$ cat src/rtl/rtip_pkg.sv
package rtip_pkg;
  typedef enum logic [3:0] {
    ST_IDLE, ST_CHK, ST_RDPC, ST_LDPC, ST_INC1, ST_RDPSR,
    ST_LDPSR, ST_INC2, ST_NOP, ST_SWAP, ST_FAULT
  } rtip_state_e;

  typedef struct packed {
    logic init;     // capture entry values
    logic mar;      // load address register
    logic mar_inc;  // address register source: SP+1 instead of SP
    logic mdr;      // load data register from memory
    logic pc;       // load PC from data register
    logic psr;      // load status word from data register
    logic sp_inc;   // step stack pointer
    logic sp_usp;   // stack pointer from saved user value
    logic ssp;      // saved supervisor pointer from stack pointer
  } rtip_ctl_t;
endpackage

$ cat src/rtl/rtip_ctrl.sv
module rtip_ctrl
  import rtip_pkg::*;
(
  input  logic      clk,
  input  logic      rst_n,
  input  logic      start,
  input  logic      priv,
  input  logic      mem_ready,
  output rtip_ctl_t ctl,
  output logic      mem_rd,
  output logic      busy,
  output logic      finish,
  output logic      fault
);
  rtip_state_e st, nxt;

  always_ff @(posedge clk) begin
    if (!rst_n) st <= ST_IDLE;
    else        st <= nxt;
  end

  always_comb begin
    nxt = st;
    case (st)
      ST_IDLE:  if (start) nxt = ST_CHK;
      ST_CHK:   nxt = priv ? ST_FAULT : ST_RDPC;
      ST_RDPC:  if (mem_ready) nxt = ST_LDPC;
      ST_LDPC:  nxt = ST_INC1;
      ST_INC1:  nxt = ST_RDPSR;
      ST_RDPSR: if (mem_ready) nxt = ST_LDPSR;
      ST_LDPSR: nxt = ST_INC2;
      ST_INC2:  nxt = priv ? ST_SWAP : ST_NOP;
      default:  nxt = ST_IDLE;
    endcase
  end

  always_comb begin
    ctl = '0;
    case (st)
      ST_IDLE:  ctl.init = start;
      ST_CHK:   ctl.mar = 1'b1;
      ST_RDPC:  ctl.mdr = 1'b1;
      ST_LDPC:  ctl.pc = 1'b1;
      ST_INC1:  begin ctl.mar = 1'b1; ctl.mar_inc = 1'b1; ctl.sp_inc = 1'b1; end
      ST_RDPSR: ctl.mdr = 1'b1;
      ST_LDPSR: ctl.psr = 1'b1;
      ST_INC2:  ctl.sp_inc = 1'b1;
      ST_SWAP:  begin ctl.sp_usp = 1'b1; ctl.ssp = 1'b1; end
      default:  ctl = '0;
    endcase
  end

  assign mem_rd = (st == ST_RDPC) || (st == ST_RDPSR);
  assign busy   = (st != ST_IDLE);
  assign finish = (st == ST_NOP) || (st == ST_SWAP) || (st == ST_FAULT);
  assign fault  = (st == ST_FAULT);

  // named events for the checks below
  wire ev_stall = mem_rd && !mem_ready;
  wire ev_other_ld = ctl.mar || ctl.pc || ctl.psr || ctl.sp_inc || ctl.sp_usp || ctl.ssp;

  assert_stall_hold_R4: assert property (@(posedge clk) disable iff (!rst_n)
    ev_stall |=> mem_rd);
  assert_read_quiet_R5: assert property (@(posedge clk) disable iff (!rst_n)
    mem_rd |-> !ev_other_ld);
  assert_finish_pulse_R11: assert property (@(posedge clk) disable iff (!rst_n)
    finish |=> (!finish && !busy));
  assert_fault_no_read_R3: assert property (@(posedge clk) disable iff (!rst_n)
    fault |-> (!mem_rd && $past(busy) && !$past(mem_rd)));
endmodule

$ cat src/rtl/rtip_regs.sv
module rtip_regs
  import rtip_pkg::*;
#(
  parameter int W        = 16,
  parameter int PRIV_BIT = 15
) (
  input  logic         clk,
  input  logic         rst_n,
  input  rtip_ctl_t    ctl,
  input  logic [W-1:0] psr_in,
  input  logic [W-1:0] sp_in,
  input  logic [W-1:0] usp_in,
  input  logic [W-1:0] mem_rdata,
  output logic [W-1:0] mar_q,
  output logic [W-1:0] pc_q,
  output logic [W-1:0] psr_q,
  output logic [W-1:0] sp_q,
  output logic [W-1:0] ssp_q,
  output logic         priv
);
  logic [W-1:0] mdr_q, usp_q;

  function automatic logic [W-1:0] f_step(input logic [W-1:0] v);
    return v + {{(W-1){1'b0}}, 1'b1};
  endfunction

  always_ff @(posedge clk) begin
    if (!rst_n) begin
      mar_q <= '0; mdr_q <= '0; pc_q <= '0; psr_q <= '0;
      sp_q <= '0; ssp_q <= '0; usp_q <= '0;
    end else begin
      if (ctl.init) begin
        psr_q <= psr_in;
        sp_q  <= sp_in;
        usp_q <= usp_in;
      end
      if (ctl.mar)    mar_q <= ctl.mar_inc ? f_step(sp_q) : sp_q;
      if (ctl.mdr)    mdr_q <= mem_rdata;
      if (ctl.pc)     pc_q  <= mdr_q;
      if (ctl.psr)    psr_q <= mdr_q;
      if (ctl.sp_inc) sp_q  <= f_step(sp_q);
      else if (ctl.sp_usp) sp_q <= usp_q;
      if (ctl.ssp)    ssp_q <= sp_q;
    end
  end

  assign priv = psr_q[PRIV_BIT];

  assert_pc_from_data_R6: assert property (@(posedge clk) disable iff (!rst_n)
    ctl.pc |=> (pc_q == $past(mdr_q)));
  assert_sp_step_R8: assert property (@(posedge clk) disable iff (!rst_n)
    ctl.sp_inc |=> (sp_q == $past(sp_q) + 1'b1));
  assert_stack_swap_R10: assert property (@(posedge clk) disable iff (!rst_n)
    ctl.ssp |=> ((ssp_q == $past(sp_q)) && (sp_q == $past(usp_q))));
endmodule

$ cat src/rtl/rti_pop_seq.sv
module rti_pop_seq
  import rtip_pkg::*;
#(
  parameter int W        = 16,
  parameter int PRIV_BIT = 15
) (
  input  logic         clk,
  input  logic         rst_n,
  input  logic         start,
  input  logic [W-1:0] psr_in,
  input  logic [W-1:0] sp_in,
  input  logic [W-1:0] usp_in,
  input  logic [W-1:0] mem_rdata,
  input  logic         mem_ready,
  output logic         mem_rd,
  output logic [W-1:0] mem_addr,
  output logic         ld_mar,
  output logic         ld_mdr,
  output logic         ld_pc,
  output logic         ld_psr,
  output logic         ld_sp,
  output logic         ld_ssp,
  output logic         busy,
  output logic         finish,
  output logic         fault,
  output logic [W-1:0] pc_out,
  output logic [W-1:0] psr_out,
  output logic [W-1:0] sp_out,
  output logic [W-1:0] ssp_out
);
  rtip_ctl_t ctl;
  logic      priv;

  rtip_ctrl u_ctrl (
    .clk(clk), .rst_n(rst_n), .start(start), .priv(priv), .mem_ready(mem_ready),
    .ctl(ctl), .mem_rd(mem_rd), .busy(busy), .finish(finish), .fault(fault)
  );

  rtip_regs #(.W(W), .PRIV_BIT(PRIV_BIT)) u_regs (
    .clk(clk), .rst_n(rst_n), .ctl(ctl), .psr_in(psr_in), .sp_in(sp_in),
    .usp_in(usp_in), .mem_rdata(mem_rdata), .mar_q(mem_addr), .pc_q(pc_out),
    .psr_q(psr_out), .sp_q(sp_out), .ssp_q(ssp_out), .priv(priv)
  );

  assign ld_mar = ctl.mar;
  assign ld_mdr = ctl.mdr;
  assign ld_pc  = ctl.pc;
  assign ld_psr = ctl.psr;
  assign ld_sp  = ctl.sp_inc || ctl.sp_usp;
  assign ld_ssp = ctl.ssp;

  assert_fault_keeps_regs_R3: assert property (@(posedge clk) disable iff (!rst_n)
    fault |=> ($stable(pc_out) && $stable(psr_out) && $stable(sp_out)));
  assert_addr_steady_R4: assert property (@(posedge clk) disable iff (!rst_n)
    (mem_rd && !mem_ready) |=> $stable(mem_addr));
endmodule

$ cat config.mk
export PLATFORM = sky130hd
export DESIGN_NAME = rti_pop_seq
export DESIGN_NICKNAME = d
export VERILOG_FILES = /design/src/rtl/rtip_pkg.sv /design/src/rtl/rtip_ctrl.sv /design/src/rtl/rtip_regs.sv /design/src/rtl/rti_pop_seq.sv
export SDC_FILE = /design/constraint.sdc
export NUM_CORES = 1
export LEC_CHECK = 0
export ABC_AREA = 1
export ABC_CLOCK_PERIOD_IN_PS = 4000
export BUFFER_PORTS_ARGS = -buffer_cell sky130_fd_sc_hd__buf_2
export CAP_MARGIN = 10
export CORE_UTILIZATION = 55
export DETAILED_ROUTE_END_ITERATION = 6
export GPL_TIMING_DRIVEN = 0
export PLACE_DENSITY_LB_ADDON = 0.3
export SETUP_SLACK_MARGIN = 0.05
export SYNTH_ARGS = -nofsm -noshare
export SYNTH_HDL_FRONTEND = slang
export SYNTH_SLANG_ARGS = --single-unit
$ cat constraint.sdc
create_clock -name clk -period 4 [get_ports clk]
set_input_delay 0.6 -clock clk [delete_from_list [all_inputs] [get_ports clk]]
set_output_delay 0.6 -clock clk [all_outputs]
set_load 0.01 [all_outputs]
== Word level (Yosys, flattened, before mapping) ==
Index checks and enable logic that the tools add are counted.

* Add/subtract/negate cells: 1
* Reduce and logical (&&, ||, !) cells: 12
* Muxes and demuxes: 20
* Equality and inequality tests: 13

{| class="wikitable"
|+ Operator list
! operator !! count
|-
| $mux W16 || 6
|-
| $pmux W4 S8 || 1
|-
| $add A16 B1 Y16 const B || 1
|-
| $eq A4 B3 Y1 const B || 4
|-
| $mux W4 || 4
|-
| $eq A4 B4 Y1 const B || 3
|-
| $eq A4 B2 Y1 const B || 2
|-
| $mux W1 || 8
|-
| $ne A2 B2 Y1 const B || 3
|-
| $reduce_or A2 Y1 || 3
|-
| $eq A4 B1 Y1 const B || 1
|-
| $logic_not A4 Y1 || 1
|-
| $logic_or A1 B1 Y1 || 4
|-
| $reduce_bool A4 Y1 || 1
|-
| $reduce_and A3 Y1 || 1
|-
| $reduce_bool A3 Y1 || 1
|-
| $mux W2 || 1
|-
| $reduce_bool A2 Y1 || 1
|}

* Bits of input ports: 68
* Output and inout bits: 90
* Logic and storage cells: 54
* Register bits after elaboration: 116

== Longest topological paths before layout ==
Gate-level depths: netlist of run 1.

* Depth after elaboration: 5
* Mapped depth: 11
* Gate-level depth less buffers: 10

== Cells and area by module ==
A second synthesis of run 1 with hierarchy kept.

* Cell total of the unflattened synthesis: 705
* Area total of the unflattened synthesis: 5,091.1 sq um

{| class="wikitable"
|+ By module, submodules not included
! module !! sequential area each (sq um) !! cells each !! area each (sq um) !! times used
|-
| rtip_regs || 2,242.2 || 644 || 4,763.3 || 1
|-
| rtip_ctrl || 80.1 || 58 || 316.6 || 1
|-
| rti_pop_seq || 0.0 || 3 || 11.3 || 1
|}

== Worst setup path after synthesis of run 1 ==
No wires, ideal clock.

* Path kind: reg2out
* From: register u_ctrl.st[0]
* To: output mem_rd
* Data required time: 3,400 ps
* Cell stages (with the launch flop): 8
* Arrival: 1,279 ps
* Path buffers: 2
* Setup slack: 2,121 ps
* Cell sequence: dfxtp_1 > inv_1 > nand2_1 > nor2_1 > nor2_4 > inv_1 > buf_2 > buf_4

* Cells in the longest elaborated chain, start to end: 2
* Elaborated cells on any way between the ends: 3
* Classes of those cells: eq/ne: 2; reduce/logical: 1

{| class="wikitable"
|+ RTL lines
! element !! line !! RTL
|-
| start, declared || rtip_ctrl.sv:15 || <nowiki>rtip_state_e st, nxt;</nowiki>
|-
| start signal, assigned || rtip_ctrl.sv:19 || <nowiki>else st <= nxt;</nowiki>
|-
| $eq A4 B2 Y1 / $eq A4 B3 Y1 (equally long branches) || rtip_ctrl.sv:53 || <nowiki>assign mem_rd = (st == ST_RDPC) || (st == ST_RDPSR);</nowiki>
|-
| $logic_or A1 B1 Y1 (*) || rtip_ctrl.sv:53 ||
|-
| end, declared || rti_pop_seq.sv:15 || <nowiki>output logic mem_rd,</nowiki>
|}

Mark *: on every way between the ends. The rest lies on a longest branch, timed or not.

== Final worst setup path of run 1 ==
* From: register u_ctrl.st[1]
* To: output mem_rd

Same word-level chain as after synthesis.

==> metrics.md, run 1 <==
| Metric | Value |
|---|---|
| Clock transition at path regs | `0.06 ns` |
| Lkg Pwr | `3.23 nW` |
| Delay-heaviest family, CP | `buffers and inverters` |
| Post-synthesis mux area share | `0%` |
| Most frequent cell after synthesis | `nand2_1` |
| Die Wd | `98.3 um` |
| Top FF cell, synth | `dfxtp_1` |
| Hold crit path type | `in2reg` |
| Syn Nets | `801` |
| Sequential power share | `37.6%` |
| Pint | `2.76 mW` |
| H-tree Lvls | `4` |
| Req. time, crit path | `3.40 ns` |
| Synthesized instance count | `732` |
| Post-Synth XOR/XNOR Area | `1.20%` |
| Slew Viols, Final | `0` |
| Largest net degree at the start of global routing | `17` |
| CTS tree | `yes` |
| Via count | `5675` |
| Synth area leaders | `dfxtp_1 (45%), o21ai_0 (12%), nand2_1 (9.8%)` |
| Syn avg cell area | `6.97 sq um` |
| EDFF count, synth | `0` |
| Clock Power Share | `34.2%` |
| Fin Clk Skew | `0.00988 ns` |
| Share of flip-flops with an asynchronous set or reset | `0%` |
| Bufs and invs on worst path | `5` |
| Setup bufs post-CTS | `0` |
| Status | `finished, violations left` |
| Final setup vio count | `0` |
| Routed WL per cell | `15.7 um` |
| Net Switching | `1.57 mW` |
| Max-slew headroom | `63.5%` |
| Simple-gate share of the synthesized area | `23.5%` |
| Core Box Area | `8850 sq um` |
| CP Max Fanout | `11` |
| Congestion Overflow GR | `0` |
| CP Class | `reg2out` |
| Clock Sinks | `116` |
| Switching share of total power | `36.2%` |
| Post-DP HPWL | `11700 um` |
| Post-CTS sizing | `0` |
| Setup TNS | `0 ns` |
| Antenna violations before repair | `0` |
| Comb power frac | `28.2%` |
| IO Pins | `158` |
| Global-route wire length before repair | `25500 um` |
| CP cell instances | `inv_1, nand2_1, nor2_1, nor2_4, inv_1, buf_2, buf_4, buf_2` |
| Initial core utilization | `57.7%` |
| Maxcap violations | `0` |
| Detailed Routing Iterations Pass 1 | `7` |
| CTS root buffer | `clkbuf_8` |
| Die Footprint | `9670 sq um` |
| Total track usage | `33.8%` |
| Synthesis warning total | `0` |
| Failing checks | `design-rule violations` |
| Min cycle time layout | `2.80 ns` |
| Post-Syn Area | `5100 sq um` |
| Port buffer count | `156` |
| Starting DRT DRC Count | `405` |
| CTS Buf Count | `17` |
| DIE HEIGHT | `98.3 um` |
| Final cell count without fillers | `1028` |
| CTS Buffer Depth | `2` |
| RSZ-0062 raised after global routing | `false` |
| Final Hold Fails | `0` |
| Yosys top cell by area | `dfxtp_1` |
| Top-area cell type share of the netlist area | `45.5%` |
| Adder-Cell Fraction of Synth Area | `0.245%` |
| Max IR drop VDD | `0.000367 V` |
| Crit-path slowest cell | `dfxtp_1` |
| Area growth, synth to finish | `29.3%` |
| Antenna cells | `0` |
| Number of global-route vias before repair | `5256` |
| Std-Cell Rows | `34` |
| Crit end category | `output pin` |
| Part of the Yosys area used for sequential elements | `45.5%` |
| Later-pin clock latency in the skew report | `0.52 ns` |
| Max Clk Rate | `0.357 GHz` |
| Fin nets | `976` |
| CP peak stage delay | `0.46 ns` |
| Routed WL | `16100 um` |
| Synth cell types | `29` |
| #FFs+latches synth | `116` |
| Power per cell area | `656 nW/um^2` |
| Setup crit start kind | `flip-flop` |
| Synth cell count leaders | `nand2_1 (133), nor2_1 (122), o21ai_0 (119)` |
| Slew @ Worst Pin | `0.547 ns` |
| GPL Wtd Cong | `0.951` |
| Final period utilization | `70.0%` |
| Largest family of logic cells by synthesized area | `simple AND/OR/NAND/NOR gates` |
| Fraction of final layout cells sized beyond drive strength 1 | `24.1%` |
| Compound-cell area share of the yosys netlist | `21.0%` |
| Placed Cells | `996` |
| DR vias/cell | `5.52` |
| Number of remaining DRC errors | `6` |
| Hold buffer count at CTS | `0` |
| ANT nets after route | `0` |
| CP arrival | `2.20 ns` |
[final timing paths]
path | from | endpoint | slack [ns] | depth (start not counted)
max | u_ctrl.st[1]$_SDFFE_PN0P_ | mem_rd | 1.20 | 8
min | mem_rdata[10] | u_regs.mdr_q[10]$_SDFFE_PN0P_ | 0.33 | 3
max reg2reg | u_ctrl.st[3]$_SDFFE_PN0P_ | u_regs.psr_q[6]$_SDFFE_PN0P_ | 2.17 | 6
min reg2reg | u_regs.usp_q[11]$_SDFFE_PN0P_ | u_regs.usp_q[11]$_SDFFE_PN0P_ | 0.46 | 2
[registers in the layout (all words and copies together), names as in the netlist]
signal / count
u_regs.ssp_q: 16
u_regs.sp_q: 16
u_regs.mar_q: 16
u_ctrl.st: 4
u_regs.pc_q: 16
u_regs.psr_q: 16
u_regs.usp_q: 16
u_regs.mdr_q: 16
[power by group through the flow]
| stage | Clock, mW | Combinational (mW) | Sequential (mW) |
|---|---|---|---|
| after floorplan | 0 | 0.687 | 1.66 |
| after global placement | 0 | 1.15 | 1.63 |
| after detailed placement | 0 | 1.19 | 1.64 |
| after CTS | 1.49 | 1.21 | 1.62 |
| after global routing | 1.53 | 1.35 | 1.65 |
| final | 1.48 | 1.22 | 1.63 |
[routing by layer]
metal	share of wire (%)	vias up	track usage, %
met1	42	2616	43.0
met5	0	-	0
met4	1.7	0	12.1
met2	48	281	55.0
li1	-	2748	-
met3	8.7	30	9.38
[per-stage QoR]
| stage | util, % | power (mW) | hold WS (ns) | cell area, sq um | setup slack (ns) |
|---|---|---|---|---|---|
| after floorplan | - | 2.35 | 0.424 | 5100 | 2.12 |
| after global placement | 68.0 | 2.78 | 0.436 | 6020 | 1.84 |
| after detailed placement | 68.0 | 2.82 | 0.443 | 6020 | 1.81 |
| after CTS | 74.6 | 4.31 | 0.326 | 6600 | 1.26 |
| after global routing | 74.6 | 4.53 | 0.345 | 6600 | 1.11 |
| final | 74.6 | 4.33 | 0.333 | 6600 | 1.20 |
[final cells by class]
| cell class | count | area [sq um] |
|---|---|---|
| Timing Repair Buffer | 156 | 781 |
| Tap cell | 108 | 135 |
| Buffer | 44 | 203 |
| Clock inverter | 14 | 154 |
| Clock buffer | 18 | 428 |
| Multi-Input combinational cell | 509 | 2340 |
| Inverter | 63 | 236 |
| Sequential cell | 116 | 2320 |
| Fill cell | 737 | 2250 |
[logic make-up (layout without fill, tap and decap cells)]
| group | Yosys count | in the layout |
|---|---|---|
| AO/OA/AOI/OAI | 204 | 204 |
| XOR/XNOR | 7 | 7 |
| adder cells (fa/ha/maj) | 1 | 1 |
| buffers and inverters | 107 | 295 |
| flip-flops | 116 | 116 |
| AND/OR/NAND/NOR | 297 | 297 |
[placed cells by master, fill, tap and decap left out, drive strengths merged]
| master | synthesis | layout |
|---|---|---|
| o22ai | 1 | 1 |
| inv | 61 | 64 |
| xor2 | 3 | 3 |
| nand3 | 31 | 31 |
| dfxtp | 116 | 116 |
| a31oi | 18 | 18 |
| bufinv | 0 | 2 |
| o21a | 2 | 2 |
| o211ai | 4 | 4 |
| a21oi | 54 | 54 |
| nand2 | 134 | 134 |
| clkbuf | 20 | 38 |
| ha | 1 | 1 |
| clkinvlp | 0 | 2 |
| buf | 24 | 180 |
| nor2 | 126 | 126 |
| o21bai | 1 | 1 |
| o21ai | 122 | 122 |
| o221ai | 2 | 2 |
| nand4 | 4 | 4 |
| nor3 | 1 | 1 |
| and2 | 1 | 1 |
| clkinv | 2 | 9 |
| xnor2 | 4 | 4 |
[tightest hold or removal path: cells and delay by family]
family	cells	cell delay, ns
compound gates	1	0.07
simple gates	1	0.08
buf+inv	1	0.07
(Power assumes the default switching activity.)
==> run 2: changes to the inputs <==
--- a/config.mk
+++ b/config.mk
@@ -6,10 +6,10 @@
 export NUM_CORES = 1
 export LEC_CHECK = 0
 export ABC_AREA = 1
-export ABC_CLOCK_PERIOD_IN_PS = 4000
+export ABC_CLOCK_PERIOD_IN_PS = 2300
 export BUFFER_PORTS_ARGS = -buffer_cell sky130_fd_sc_hd__buf_2
 export CAP_MARGIN = 10
-export CORE_UTILIZATION = 55
+export CORE_UTILIZATION = 46
 export DETAILED_ROUTE_END_ITERATION = 6
 export GPL_TIMING_DRIVEN = 0
 export PLACE_DENSITY_LB_ADDON = 0.3
==> constraint.sdc (replaced) <==
create_clock -name clk -period 2.3 [get_ports clk]
set_input_delay 0.345 -clock clk [delete_from_list [all_inputs] [get_ports clk]]
set_output_delay 0.345 -clock clk [all_outputs]
set_load 0.01 [all_outputs]
==> run 2 against run 1 <==
Compared with the run above:
- the run now ends clean
- non-clock buffer count is the same
- cell area grew 2.3%
- flip-flop and latch count is the same
- first-iteration DRC count grew 6.4%
- final cell count grew 3.1%
- register-to-register slack lost 1.9 ns
- critical endpoint is now ld_sp
- largest power group unchanged
==> metrics.md, run 2 (same netlist as run 1, synthesis figures left out) <==
| Metric | Value |
|---|---|
| Placed inst area | `6060 sq um (was 6020 sq um)` |
| Port buffer count | `156 (unchanged)` |
| Final instance area | `6750 sq um (was 6600 sq um)` |
| H-tree Lvls | `4 (unchanged)` |
| Most common cell after layout, fill and taps aside | `buf_2 (unchanged)` |
| Setup TNS | `0 ns (unchanged)` |
| ANT nets after route | `0 (unchanged)` |
| CP Class | `reg2out (unchanged)` |
| DR vias/cell | `5.30 (was 5.52)` |
| Antenna violations before repair | `0 (unchanged)` |
| CP arrival | `1.83 ns (was 2.20 ns)` |
| Number of global-route vias before repair | `5245 (was 5256)` |
| Delay-heaviest family, CP | `buffers and inverters (unchanged)` |
| Lkg Pwr | `3.26 nW (was 3.23 nW)` |
| Fin Clk Skew | `0.00796 ns (was 0.00988 ns)` |
| IO Pins | `158 (unchanged)` |
| Die Footprint | `11500 sq um (was 9670 sq um)` |
| Global-route wire length before repair | `25400 um (was 25500 um)` |
| Congestion Overflow GR | `0 (unchanged)` |
| Initial core utilization | `47.1% (was 57.7%)` |
| Min cycle time layout | `2.17 ns` |
| Fillers | `1041 (was 737)` |
| Slew Viols, Final | `0 (unchanged)` |
| Later-pin clock latency in the skew report | `0.52 ns (about the same)` |
| Maxcap violations | `0 (unchanged)` |
| Clock transition at path regs | `0.06 ns (about the same)` |
| CTS Buffer Depth | `2 (unchanged)` |
| Core Box Area | `10800 sq um (was 8850 sq um)` |
| Bufs and invs on worst path | `5 (unchanged)` |
| CP Max Fanout | `10 (was 11)` |
| Setup crit start kind | `flip-flop (unchanged)` |
| Routed WL per cell | `15.0 um (was 15.7 um)` |
| Largest net degree at the start of global routing | `19 (was 17)` |
| Fin nets | `976 (unchanged)` |
| Via count | `5620 (was 5675)` |
| Most frequent cells in the layout | `buf_2 (171), nand2_1 (130), nor2_1 (119), o21ai_0 (119), dfxtp_1 (112) (was buf_2 (177), nand2_1 (133), nor2_1 (122), o21ai_0 (119), dfxtp_1 (116))` |
| DIE HEIGHT | `107 um (was 98.3 um)` |
| Crit end category | `output pin (unchanged)` |
| GPL Wtd Cong | `0.889 (was 0.951)` |
| Post-DP HPWL | `11500 um (was 11700 um)` |
| Max Clk Rate | `0.461 GHz` |
| Final Hold Fails | `0 (unchanged)` |
| CP cell instances | `inv_2, nand2_2, inv_1, nand2_1, buf_6, buf_6, nand2_1, buf_2 (was inv_1, nand2_1, nor2_1, nor2_4, inv_1, buf_2, buf_4, buf_2)` |
| Antenna cells | `0 (unchanged)` |
| Starting DRT DRC Count | `431 (was 405)` |
| Number of remaining DRC errors | `0 (was 6)` |
| CP peak stage delay | `0.37 ns (was 0.46 ns)` |
| Std-Cell Rows | `38 (was 34)` |
| Die Wd | `107 um (was 98.3 um)` |
| CTS tree | `yes (unchanged)` |
| Routed WL | `15900 um (was 16100 um)` |
| Max IR drop VDD | `0.000742 V (was 0.000367 V)` |
| Crit-path slowest cell | `dfxtp_2 (was dfxtp_1)` |
| Total track usage | `28.7% (was 33.8%)` |
| Clock Sinks | `116 (unchanged)` |
| Req. time, crit path | `1.96 ns (was 3.40 ns)` |
| Slew @ Worst Pin | `0.546 ns (was 0.547 ns)` |
| Hold crit path type | `in2reg (unchanged)` |
| CTS Buf Count | `17 (unchanged)` |
| Power per cell area | `1140 nW/um^2 (was 656 nW/um^2)` |
| CTS root buffer | `clkbuf_8 (unchanged)` |
| RSZ-0062 raised after global routing | `true (was false)` |
| Detailed Routing Iterations Pass 1 | `5 (was 7)` |
| Fraction of final layout cells sized beyond drive strength 1 | `25.4% (was 24.1%)` |
| Status | `completed (was finished, violations left)` |
| Area growth, synth to finish | `32.3% (was 29.3%)` |
| Final period utilization | `94.4%` |
| Max-slew headroom | `63.6% (was 63.5%)` |
| Final setup vio count | `0 (unchanged)` |
-- run 2: final cells by class --
cell class	instances	area (sq um)	area share (%)
Timing Repair Buffer	158	796	11.8
Buffer	42	218	3.22
Clock inverter	8	121	1.80
Inverter	63	246	3.65
Multi-Input combinational cell	509	2380	35.2
Clock buffer	24	490	7.26
Sequential cell	116	2330	34.5
Tap cell	140	175	2.59
-- run 2: worst min-delay path, stage by stage --
cell,delay [ns]
buf_2,0.07
o21ai_0,0.07
nor2_1,0.07
-- run 2: timing repair --
action,4_1_cts,5_1_grt
buffers inserted,1,1
gates resized for setup,14,15
pin swaps,1,2
hold buffers,0,0
setup endpoints to repair,6,6
-- run 2: power breakdown --
group	leakage (nW)	switching, mW	internal, mW
registers	0.952	0.357	2.47
clock network	0.301	0.903	1.79
logic	2.01	1.39	0.779
total	3.26	2.65	5.04
-- run 2: metrics by stage --
step | power [mW] | setup WS (ns) | utilization, % | cells | hold slack (ns)
floorplan | 4.09 | 0.676 | - | 732 | 0.424
global placement | 4.87 | 0.365 | 55.9 | 1028 | 0.435
detailed placement | 4.91 | 0.338 | 55.9 | 1028 | 0.441
CTS | 7.63 | 0.0247 | 61.8 | 1060 | 0.0570
global route | 8.12 | 0.0353 | 62.3 | 1060 | 0.0754
finish | 7.69 | 0.129 | 62.3 | 1060 | 0.0687
-- run 2: layer usage --
layer	track usage, %	up-vias	wire length (um)
met5	0	-	0
met1	36.4	2596	6840
met2	45.4	226	7280
li1	-	2761	-
met4	11.4	0	406
met3	9.08	37	1400
-- run 2: worst paths after layout --
check                                               endpoint  cells past startpoint                         start  slack, ns
worst max-delay path                                   ld_sp                      8     u_ctrl.st[2]$_SDFFE_PN0P_       0.13
worst min-delay path            u_regs.mdr_q[8]$_SDFFE_PN0P_                      3                  mem_rdata[8]       0.07
worst max register to register   u_regs.sp_q[2]$_SDFFE_PN0P_                      7     u_ctrl.st[0]$_SDFFE_PN0P_       0.27
worst min register to register  u_regs.usp_q[3]$_SDFFE_PN0P_                      2  u_regs.usp_q[3]$_SDFFE_PN0P_       0.45
